### config.mk
export PLATFORM = sky130hd
export DESIGN_NAME = cc_timer
export DESIGN_NICKNAME = d
export VERILOG_FILES = /design/src/rtl/cc_timer_pkg.sv /design/src/rtl/cc_timer_counter.sv /design/src/rtl/cc_timer_edge.sv /design/src/rtl/cc_timer_flags.sv /design/src/rtl/cc_timer.sv
export SDC_FILE = /design/constraint.sdc
export NUM_CORES = 1
export LEC_CHECK = 0
export BUFFER_PORTS_ARGS = -buffer_cell sky130_fd_sc_hd__buf_2
export CORE_MARGIN = 2
export CORE_UTILIZATION = 57
export CTS_BUF_LIST = sky130_fd_sc_hd__clkbuf_2
export DETAILED_ROUTE_END_ITERATION = 10
export GPL_TIMING_DRIVEN = 1
export MAX_ROUTING_LAYER = met4
export PLACE_DENSITY = 0.82
export SYNTH_ARGS = -nofsm -noshare
export SYNTH_HDL_FRONTEND = slang
export SYNTH_HIERARCHICAL = 1
export SYNTH_SLANG_ARGS = --single-unit
### constraint.sdc
create_clock -name clk_i -period 1.7 [get_ports clk_i]
set_input_delay 0.085 -clock clk_i [delete_from_list [all_inputs] [get_ports clk_i]]
set_output_delay 0.085 -clock clk_i [all_outputs]
set_load 0.01 [all_outputs]
### src/rtl/cc_timer_pkg.sv
package cc_timer_pkg;
  typedef enum logic [2:0] {
    A_COUNT  = 3'd0,
    A_CMP_A  = 3'd1,
    A_CMP_B  = 3'd2,
    A_CAP_A  = 3'd3,
    A_CAP_B  = 3'd4,
    A_STATUS = 3'd5
  } reg_addr_e;

  localparam int N_CAP     = 4;
  localparam int N_CAP_REG = 2;
  localparam int ST_W      = 8;
  localparam int N_FLAG    = ST_W - 1;

  // status bit positions
  localparam int ST_CAP_A = 7;
  localparam int ST_CAP_B = 6;
  localparam int ST_CAP_C = 5;
  localparam int ST_CAP_D = 4;
  localparam int ST_CMP_A = 3;
  localparam int ST_CMP_B = 2;
  localparam int ST_WRAP  = 1;
  localparam int ST_CLR_A = 0;
endpackage

### src/rtl/cc_timer_counter.sv
module cc_timer_counter #(
  parameter int CNT_W = 16
) (
  input  logic             clk_i,
  input  logic             rst_ni,
  input  logic             load_i,
  input  logic [CNT_W-1:0] load_val_i,
  input  logic [CNT_W-1:0] cmp_a_i,
  input  logic [CNT_W-1:0] cmp_b_i,
  input  logic             clr_on_a_i,
  output logic [CNT_W-1:0] cnt_o,
  output logic             match_a_o,
  output logic             match_b_o,
  output logic             wrap_o
);
  localparam logic [CNT_W-1:0] CNT_MAX = '1;

  logic [CNT_W-1:0] cnt_q, cnt_d;
  logic             clr_hit;

  assign match_a_o = (cnt_q == cmp_a_i);
  assign match_b_o = (cnt_q == cmp_b_i);
  assign clr_hit   = clr_on_a_i && match_a_o;
  // wrap only counts when the increment itself rolls over
  assign wrap_o    = !load_i && !clr_hit && (cnt_q == CNT_MAX);

  always_comb begin
    if (load_i)       cnt_d = load_val_i;
    else if (clr_hit) cnt_d = '0;
    else              cnt_d = cnt_q + 1'b1;
  end

  always_ff @(posedge clk_i or negedge rst_ni) begin
    if (!rst_ni) cnt_q <= '0;
    else         cnt_q <= cnt_d;
  end

  assign cnt_o = cnt_q;
endmodule

### src/rtl/cc_timer_edge.sv
module cc_timer_edge #(
  parameter int STAGES = 2
) (
  input  logic clk_i,
  input  logic rst_ni,
  input  logic d_i,
  output logic rise_o
);
  logic [STAGES-1:0] sync_q;
  logic              last_q;

  always_ff @(posedge clk_i or negedge rst_ni) begin
    if (!rst_ni) begin
      sync_q <= '0;
      last_q <= 1'b0;
    end else begin
      sync_q <= {sync_q[STAGES-2:0], d_i};
      last_q <= sync_q[STAGES-1];
    end
  end

  assign rise_o = sync_q[STAGES-1] && !last_q;
endmodule

### src/rtl/cc_timer_flags.sv
module cc_timer_flags #(
  parameter int N = 7
) (
  input  logic         clk_i,
  input  logic         rst_ni,
  input  logic [N-1:0] set_i,
  input  logic         rd_i,
  input  logic         wr_i,
  input  logic [N-1:0] wval_i,
  output logic [N-1:0] flag_o
);
  logic [N-1:0] flag_q, arm_q;

  for (genvar i = 0; i < N; i++) begin : g_bit
    logic clr_req;
    assign clr_req = wr_i && !wval_i[i];

    always_ff @(posedge clk_i or negedge rst_ni) begin
      if (!rst_ni) begin
        flag_q[i] <= 1'b0;
        arm_q[i]  <= 1'b0;
      end else begin
        // set beats an armed clear
        flag_q[i] <= set_i[i] || (flag_q[i] && !(clr_req && arm_q[i]));
        if (clr_req)   arm_q[i] <= 1'b0;
        else if (rd_i) arm_q[i] <= arm_q[i] || flag_q[i];
      end
    end
  end

  assign flag_o = flag_q;
endmodule

### src/rtl/cc_timer.sv
module cc_timer
  import cc_timer_pkg::*;
#(
  parameter int CNT_W       = 16,
  parameter int SYNC_STAGES = 2
) (
  input  logic             clk_i,
  input  logic             rst_ni,
  input  logic             rd_i,
  input  logic             wr_i,
  input  logic [2:0]       addr_i,
  input  logic [CNT_W-1:0] wdata_i,
  output logic [CNT_W-1:0] rdata_o,
  input  logic [N_CAP-1:0] cap_i
);
  logic [CNT_W-1:0]  cnt_q;
  logic [CNT_W-1:0]  cmp_a_q, cmp_b_q;
  logic [CNT_W-1:0]  cap_q [N_CAP_REG];
  logic [N_CAP-1:0]  cap_evt;
  logic              match_a, match_b, wrap;
  logic              clr_on_a_q;
  logic [N_FLAG-1:0] flag_q, flag_set;
  logic [ST_W-1:0]   status;
  logic              cnt_load, st_wr, st_rd;

  assign cnt_load = wr_i && (addr_i == A_COUNT);
  assign st_wr    = wr_i && (addr_i == A_STATUS);
  assign st_rd    = rd_i && (addr_i == A_STATUS);

  cc_timer_counter #(.CNT_W(CNT_W)) u_cnt (
    .clk_i      (clk_i),
    .rst_ni     (rst_ni),
    .load_i     (cnt_load),
    .load_val_i (wdata_i),
    .cmp_a_i    (cmp_a_q),
    .cmp_b_i    (cmp_b_q),
    .clr_on_a_i (clr_on_a_q),
    .cnt_o      (cnt_q),
    .match_a_o  (match_a),
    .match_b_o  (match_b),
    .wrap_o     (wrap)
  );

  for (genvar c = 0; c < N_CAP; c++) begin : g_edge
    cc_timer_edge #(.STAGES(SYNC_STAGES)) u_edge (
      .clk_i  (clk_i),
      .rst_ni (rst_ni),
      .d_i    (cap_i[c]),
      .rise_o (cap_evt[c])
    );
  end

  for (genvar c = 0; c < N_CAP_REG; c++) begin : g_cap
    always_ff @(posedge clk_i or negedge rst_ni) begin
      if (!rst_ni)         cap_q[c] <= '0;
      else if (cap_evt[c]) cap_q[c] <= cnt_q;
    end
  end

  always_ff @(posedge clk_i or negedge rst_ni) begin
    if (!rst_ni) begin
      cmp_a_q    <= '1;
      cmp_b_q    <= '1;
      clr_on_a_q <= 1'b0;
    end else if (wr_i) begin
      if (addr_i == A_CMP_A)  cmp_a_q    <= wdata_i;
      if (addr_i == A_CMP_B)  cmp_b_q    <= wdata_i;
      if (addr_i == A_STATUS) clr_on_a_q <= wdata_i[ST_CLR_A];
    end
  end

  // flag vector index i maps to status bit i+1
  always_comb begin
    flag_set                = '0;
    flag_set[ST_CAP_A - 1]  = cap_evt[0];
    flag_set[ST_CAP_B - 1]  = cap_evt[1];
    flag_set[ST_CAP_C - 1]  = cap_evt[2];
    flag_set[ST_CAP_D - 1]  = cap_evt[3];
    flag_set[ST_CMP_A - 1]  = match_a;
    flag_set[ST_CMP_B - 1]  = match_b;
    flag_set[ST_WRAP - 1]   = wrap;
  end

  cc_timer_flags #(.N(N_FLAG)) u_flags (
    .clk_i  (clk_i),
    .rst_ni (rst_ni),
    .set_i  (flag_set),
    .rd_i   (st_rd),
    .wr_i   (st_wr),
    .wval_i (wdata_i[ST_W-1:1]),
    .flag_o (flag_q)
  );

  assign status = {flag_q, clr_on_a_q};

  always_comb begin
    case (addr_i)
      A_COUNT:  rdata_o = cnt_q;
      A_CMP_A:  rdata_o = cmp_a_q;
      A_CMP_B:  rdata_o = cmp_b_q;
      A_CAP_A:  rdata_o = cap_q[0];
      A_CAP_B:  rdata_o = cap_q[1];
      A_STATUS: rdata_o = {{(CNT_W-ST_W){1'b0}}, status};
      default:  rdata_o = '0;
    endcase
  end
endmodule

# Word level (Yosys, flattened, before mapping)

Cells that the tools add are included.

Word-level logic and storage cells: 130
Output and inout bits: 16
Bits of input ports: 27
Bits in registers: 107

Mux-type cells: 17
Reductions and logical operators: 76
$add $sub $neg: 1
Equal/unequal tests: 8

Operators by type and width:

| kind                                                             | count |
|---|---|
| 16-bit case mux with 6 select lines                              | 1 |
| 16-bit == test                                                   | 2 |
| 16-bit two-way mux                                               | 2 |
| 1-bit logical AND                                                | 31 |
| 1-bit zero test                                                  | 20 |
| 16-bit by 1-bit adder with 16-bit output (second input constant) | 1 |
| 16-bit == test (second input constant)                           | 1 |
| 1-bit logical OR                                                 | 14 |
| 1-bit two-way mux                                                | 14 |
| 2-bit nonzero test                                               | 7 |
| 3-bit by 2-bit == test with 1-bit output (second input constant) | 2 |
| 3-bit == test (second input constant)                            | 2 |
| 2-bit AND reduction                                              | 3 |
| 3-bit by 1-bit == test with 1-bit output (second input constant) | 1 |
| 3-bit zero test                                                  | 1 |

# Logic depth before layout (Yosys ltp)

Gate-level depths: netlist of run 1.

Depth after elaboration: 7
Mapped depth: 9
Depth with buffers taken out: 6

# Hierarchy

Netlist of run 1, hierarchy kept.

Modules (own cells, without submodules):

| module           | seq. area each (um^2) | area an instance (um^2) | cells an instance | times used |
|---|---|---|---|---|
| cc_timer         | 1,666.6               | 3,397.0                 | 251               | 1 |
| cc_timer_counter | 400.4                 | 1,477.7                 | 150               | 1 |
| cc_timer_flags   | 350.3                 | 563.0                   | 50                | 1 |
| cc_timer_edge    | 75.1                  | 88.8                    | 4                 | 4 |

# Worst setup path after synthesis of run 1

No wires, ideal clock.

Path type: register -> register
Start point: register cmp_a_q[10]
End point: register u_flags.flag_q[0] (netlist: u_flags/flag_o[0])
Slack: 0.005 ns
Clock period less this slack: 1.695 ns
Setup time: 0.118 ns
Required time: 1.582 ns
Path buffers: 1
Cell stages (with the launch flop): 8
Arrival: 1.577 ns
Cell sequence: dfstp_2 -> xnor2_2 -> nand4_1 -> nor4_2 -> and2_1 -> buf_6 -> nor4_2 -> a21o_1

Word-level cells in the longest chain between the ends: 6

RTL lines:

| element                        | RTL line               | RTL |
|---|---|---|
| start: declaration             | cc_timer.sv:17         | `logic [CNT_W-1:0] cmp_a_q, cmp_b_q;` |
| start signal: assignment       | cc_timer.sv:66         | `if (addr_i == A_CMP_A) cmp_a_q <= wdata_i;` |
| 16-bit == test                 | cc_timer_counter.sv:21 | `assign match_a_o = (cnt_q == cmp_a_i);` |
| named net match_a              | cc_timer.sv:20         | `logic match_a, match_b, wrap;` |
| 1-bit logical AND              | cc_timer_counter.sv:23 | `assign clr_hit = clr_on_a_i && match_a_o;` |
| 1-bit zero test                | cc_timer_counter.sv:25 | `assign wrap_o = !load_i && !clr_hit && (cnt_q == CNT_MAX);` |
| 1-bit logical AND (2 in a row) | cc_timer_counter.sv:25 |  |
| named net wrap                 | cc_timer.sv:20         |  |
| 1-bit logical OR               | cc_timer_flags.sv:24   | `flag_q[i] <= set_i[i] \|\| (flag_q[i] && !(clr_req && arm_q[i]));` |
| end signal: indexed assignment | cc_timer_flags.sv:24   |  |
| end: declaration               | cc_timer_flags.sv:12   | `logic [N-1:0] flag_q, arm_q;` |

The timed path passes the listed nets, and every way through them passes these cells.
A chain may end at the register's enable or synchronous reset.

# Final worst setup path of run 1

Start point: register cmp_a_q[0]
End point: output port rdata_o[0]

Word-level cells in the longest chain between the ends: 1

RTL lines:

| element                             | RTL line       | RTL |
|---|---|---|
| 16-bit case mux with 6 select lines | cc_timer.sv:97 | `case (addr_i)` |
| end: declaration                    | cc_timer.sv:13 | `output logic [CNT_W-1:0] rdata_o,` |

No other way between the ends.

==> results of run 1 <==
-- power breakdown --
group,switching (mW),internal (mW)
Combinational,1.63,1.92
Sequential,0.487,3.33
Clock,0.895,0.352
-- worst paths after layout --
| kind | from | end | slack, ns | cells after the start |
|---|---|---|---|---|
| worst max-delay path | cmp_a_q[0] | rdata_o[0] | -0.35 | 5 |
| worst min-delay path | rst_ni | g_edge[1].u_edge/sync_q[0] | -0.03 | 3 |
| worst max register to register | cmp_a_q[14] | u_cnt/cnt_o[9] | -0.23 | 7 |
| worst min register to register | g_edge[3].u_edge/sync_q[0] | g_edge[3].u_edge/sync_q[1] | 0.39 | 0 |
| max in group asynchronous | rst_ni | cmp_a_q[5] | 1.23 | 3 |
| min in group clk_i | wr_i | u_flags/arm_q[6] | 0.06 | 5 |
-- worst min-delay path: cells and delay by family --
kind | cells | cell delay [ns]
buf+inv | 3 | 1.03
-- logic make-up (layout without fill, tap and decap cells) --
family | count (synthesis) | count (layout) | synth area share
AND/OR/NAND/NOR | 89 | 89 | 0.105
flip-flops | 107 | 107 | 0.469
XOR/XNOR | 46 | 46 | 0.0721
AO/OA/AOI/OAI | 74 | 74 | 0.0957
buffers and inverters | 46 | 169 | 0.0555
multiplexers | 104 | 104 | 0.201
adder cells (fa/ha/maj) | 1 | 1 | 0.00216
-- state kept, by name, indices dropped and copies added (netlist names) --
name and flops:
cap_q 32, cmp_a_q 16, cmp_b_q 16, u_cnt/cnt_o 16, g_edge.u_edge/sync_q 8, u_flags/arm_q 7, u_flags/flag_o 7, g_edge.u_edge/last_q 4
clr_on_a_q 1
-- through the flow --
step,area [um^2],hold WS (ns)
after global routing,7060,0.0292
after detailed placement,6340,0.195
after global placement,6340,0.192
final,7060,-0.0302
after CTS,6940,0.0198
after floorplan,5790,-0.211
-- layout by cell type (no fill, tap or decap), drive strengths merged --
master	n
a21o	7
dfstp	32
o21a	8
and2	4
nand3b	11
and4	2
nor4	3
clkinvlp	1
clkinv	3
or3	4
o31ai	8
nand2b	3
o2bb2ai	4
nor3	2
xnor2	40
a22oi	2
buf	122
o221ai	4
dfrtp	75
xor2	6
clkbuf	9
a211o	2
a211oi	4
a221o	2
mux2i	37
ha	1
dlygate4sd3	21
nand3	5
nor2	17
o21ai	16
and3	3
nand4	14
nor2b	5
mux2	67
bufinv	1
a21oi	17
nand2	16
inv	12
-- routing by layer --
layer	wire length, um	track usage	vias to the layer above
met5	0	-	-
met4	661	0.131	0
met3	904	0.0468	49
met2	7440	0.461	158
met1	6110	0.364	2179
li1	-	-	1894
-- final cells by class --
type | instances | area, um^2 | share of cell area
Clock buffer | 9 | 45.0 | 0.00638
Clock inverter | 7 | 76.3 | 0.0108
Inverter | 10 | 37.5 | 0.00532
Multi-Input combinational cell | 314 | 2850 | 0.404
Sequential cell | 107 | 2720 | 0.385
Tap cell | 133 | 166 | 0.0236
Timing Repair Buffer | 143 | 1170 | 0.165
-- repair_timing --
action | 4_1_cts | 5_1_grt
pin swaps | 6 | 13
hold buffers | 21 | 0
setup buffers | 24 | 7
setup endpoints to repair | 33 | 35
hold endpoints to repair | 174 | 0
resized for setup | 33 | 11
==> impl_metrics.yaml, run 1 <==
run_status:
  status: "complete, but fails checks"
  violations: "hold timing, setup timing"
clock_tree:
  cts_root_buf: "clkbuf_2"
  cts_tree: "done"
  numCtsBuffers: 9
  numClockSinks: 107
  clk_latency_ns: 0.63
  cts.reportedPaths.clkPinSlew_ns: 0.29
  cts_htree_levels: 3
  clockBufferDepth: 2
drt:
  initialDrtViolationCount: 312
  finalWirelength_um: 15100
  via_count: 4280
  wire_per_inst_um: 20.9
  via_per_inst: 5.92
  drc: 0
  ant_nets: 0
  dr.pass1.iters: 5
logic_synthesis:
  synth-edff-count: 0
  synth_top_flop_cell: "dfrtp_1"
  synth_cells: 467
  syn_nets: 495
  synth_area_leaders: "dfrtp_1, dfstp_2, mux2_2, mux2i_1, xnor2_1"
  avgSynthCellArea_um2: 12.4
  yosysMostFrequentCell: "dfrtp_1"
  synthArstFlopShare: 1.00
  synth_top_area_cell: "dfrtp_1"
  yosysSeqAreaShare: 0.469
  syn-cell-area_um2: 5790
  yosysTopAreaCellShare: 0.324
  synth.ff_latch_count: 107
  ys_top_cells_by_count: "dfrtp_1, mux2_2, xnor2_1, mux2i_1, dfstp_2"
  yosysUniqueCellTypes: 48
  yosys_warnings: 6
sta:
  slew_headroom: 0.599
  finalCriticalPeriod_ns: 2.05
  rsz0062_at_grt: "yes"
  hold_violations: 7
  max_freq_mhz: 487
  clock_skew_ns: 0.0365
  hold_ws_ns: -0.0302
  max_slew.worst_pin.slew_ns: 0.601
  slew_viol_final: 0
  setup-tns-final_ns: -6.48
  layout_setup_ws_ns: -0.354
  setup_viol: 33
  fin_crit_sh: 1.21
setup_path:
  worstPathMaxFanout: 2
  path_delay_family: "flip-flops"
  critical_path_required_ns: 1.62
  worstSetupEndpointType: "output port"
  slowest_stage: "dfstp_2"
  cp-start-kind: "register"
  crit_arrival_ns: 1.97
  worst_path_largest_cell_delay_ns: 0.60
  crit_chain: "buf_4, mux2i_1, or3_1, o221ai_2, buf_2"
  crit_type: "reg2out"
  cp.buffers_inverters: 2
placement:
  hpwl_um: 9680
  port_buffers: 42
  post-place-cells: 655
  dpl_worst_slack_ns: -0.112
  gp_congestion: 0.886
global_routing:
  grt.overflow.total: 0
  grtUsageTotal: 0.289
  grt_pass1_wl_um: 23800
  grt_max_degree: 108
  grt_pass1_vias: 4426
  antenna_found_initial: 0
floorplanning:
  ios: 43
  coreArea_um2: 9820
  die_area_um2: 11000
  start_util: 0.590
  die_x_um: 105
  num_rows: 36
  die_y_um: 105
layout:
  drive_gt1_frac: 0.483
  final_util: 0.719
  num_antenna_cells: 0
  layout.nets: 613
  final_cells: 723
  synthToLayoutAreaGrowth_pct: 21.8
  fillers: 686
power:
  leakage_nw: 3.07
  finalPower_mw: 8.61
  pwr_density_cell_nw_per_um2: 1220
  peakVddDrop_mv: 0.739
job:
  maxCapViolCount: 0
hold_path:
  hp-class: "in2async"
No activity file was read; power rests on OpenSTA's default activity.
==> run 2: changes to the inputs <==
--- a/config.mk
+++ b/config.mk
@@ -12,7 +12,7 @@
 export DETAILED_ROUTE_END_ITERATION = 10
 export GPL_TIMING_DRIVEN = 1
 export MAX_ROUTING_LAYER = met4
-export PLACE_DENSITY = 0.82
+export PLACE_DENSITY = 0.79
 export SYNTH_ARGS = -nofsm -noshare
 export SYNTH_HDL_FRONTEND = slang
 export SYNTH_HIERARCHICAL = 1
==> impl_metrics.yaml, run 2 (synthesized netlist as in run 1, its figures left out) <==
run_status:
  status: "complete, but fails checks"
  violations: "setup timing"
setup_path:
  r2r_end: "u_cnt/cnt_o[2]"
  crit_type: "reg2out"
  worstPathMaxFanout: 2
  critical_path_required_ns: 1.62
  slowest_stage: "dfstp_2"
  r2r_start: "cmp_a_q[7]"
  worstRegToRegCells: 7
  path_delay_family: "flip-flops"
  worst_path_largest_cell_delay_ns: 0.62
  worstSetupEndpointType: "output port"
  crit_path_end: "rdata_o[5]"
  cp-start-kind: "register"
  path_depth: 5
  cp.buffers_inverters: 2
  cp-startpoint: "cmp_a_q[5]"
  reg2reg_slack_ns: -0.22
  crit_chain: "buf_6, mux2i_1, or3_1, o221ai_2, buf_2"
  crit_arrival_ns: 1.98
power:
  leakage_nw: 3.11
  peakVddDrop_mv: 0.893
  finalPower_mw: 8.83
  pwr_density_cell_nw_per_um2: 1230
sta:
  rsz0062_at_grt: "yes"
  setup_viol: 33
  slew_viol_final: 0
  max_slew.worst_pin.slew_ns: 0.697
  max_freq_mhz: 484
  finalCriticalPeriod_ns: 2.06
  clock_skew_ns: 0.0532
  slew_headroom: 0.535
  setup-tns-final_ns: -5.94
  layout_setup_ws_ns: -0.365
  fin_crit_sh: 1.21
  hold_violations: 0
floorplanning:
  die_x_um: 105
  num_rows: 36
  ios: 43
  die_area_um2: 11000
  start_util: 0.590
  coreArea_um2: 9820
  die_y_um: 105
global_routing:
  grt_pass1_vias: 4221
  grtUsageTotal: 0.268
  grt_pass1_wl_um: 22200
  grt.overflow.total: 0
  antenna_found_initial: 0
  grt_max_degree: 59
clock_tree:
  cts_htree_levels: 3
  clockBufferDepth: 2
  cts.reportedPaths.clkPinSlew_ns: 0.33
  numCtsBuffers: 9
  cts_root_buf: "clkbuf_2"
  cts_tree: "done"
  numClockSinks: 107
  clk_latency_ns: 0.64
drt:
  dr.pass1.iters: 4
  drc: 0
  ant_nets: 0
  wire_per_inst_um: 19.1
  initialDrtViolationCount: 307
  via_count: 4185
  finalWirelength_um: 13900
  via_per_inst: 5.76
hold_path:
  hp-class: "in2reg"
  holdPathStages: 5
layout:
  drive_gt1_frac: 0.479
  layout_common_cells: "dfrtp_1, mux2_2, buf_4"
  top_register: "cap_q"
  num_antenna_cells: 0
  largest_register_ffs: 32
  layout.nets: 616
  synthToLayoutAreaGrowth_pct: 24.3
  layout_commonest_cell: "dfrtp_1"
job:
  maxCapViolCount: 0
placement:
  gp_congestion: 0.929
  hpwl_um: 9270
  port_buffers: 42
run 2: changes by cell type in the layout (fill, tap and decap cells not counted), sizes merged:
cell | previous run | this run
clkinv | 3 | 0
dlymetal6s4s | 0 | 1
buf | 122 | 121
dlygate4sd3 | 21 | 24
inv | 12 | 14
bufinv | 1 | 2
run 2: metal layers:
layer  global-route usage  part of all wire
met1                0.351              0.44
met2                0.425              0.49
met3               0.0487             0.050
met4               0.0857             0.024
met5                    -                 0
run 2: layout make-up:
type / count / area [um^2]
flip-flops and latches: 107 / 2720
multi-input cells: 314 / 2930
clock buffers: 9 / 45.0
inverters: 10 / 37.5
well taps: 133 / 166
fillers: 645 / 2620
clock inverters: 7 / 105
repair buffers: 146 / 1200
run 2: worst min path at each step:
| stage | startpoint | endpoint |
|---|---|---|
| CTS | addr_i[1] | u_cnt/cnt_o[11] |
| detailed placement | rst_ni | g_edge[0].u_edge/last_q |
| global placement | rst_ni | g_edge[0].u_edge/last_q |
| finish | addr_i[1] | u_cnt/cnt_o[11] |
| global route | cap_i[3] | g_edge[3].u_edge/sync_q[0] |
| floorplan | rst_ni | cap_q[0] |
run 2: timing repair:
item / 4_1_cts / 5_1_grt
setup buffers: 27 / 2
setup endpoints to repair: 33 / 51
hold buffers: 25 / 0
endpoints found under the hold margin: 174 / 0
pin swaps: 19 / 10
gates resized for setup: 51 / 7
run 2: tightest hold or removal path, stage by stage:
cell	delay, ns
buf_2	0.15
nor3_2	0.08
buf_4	0.24
nand2_1	0.11
a21oi_2	0.05
run 2: through the flow:
| step | hold WS, ns | utilization | instance area (um^2) | setup WS (ns) | instances |
|---|---|---|---|---|---|
| floorplan | -0.211 | - | 5790 | 0.00454 | 467 |
| global placement | -0.0139 | 0.645 | 6330 | -0.0423 | 656 |
| finish | 0.0927 | 0.733 | 7200 | -0.365 | 726 |
| global route | 0.0574 | 0.733 | 7200 | -0.443 | 726 |
| CTS | 0.0350 | 0.727 | 7140 | -0.376 | 724 |
| detailed placement | -0.0143 | 0.645 | 6330 | -0.0841 | 656 |
run 2: power breakdown:
| group | leakage, nW | switching [mW] | total [mW] | internal, mW |
|---|---|---|---|---|
| clock network | 0.0854 | 0.884 | 1.40 | 0.514 |
| logic | 1.82 | 1.61 | 3.63 | 2.01 |
| registers | 1.21 | 0.478 | 3.81 | 3.33 |
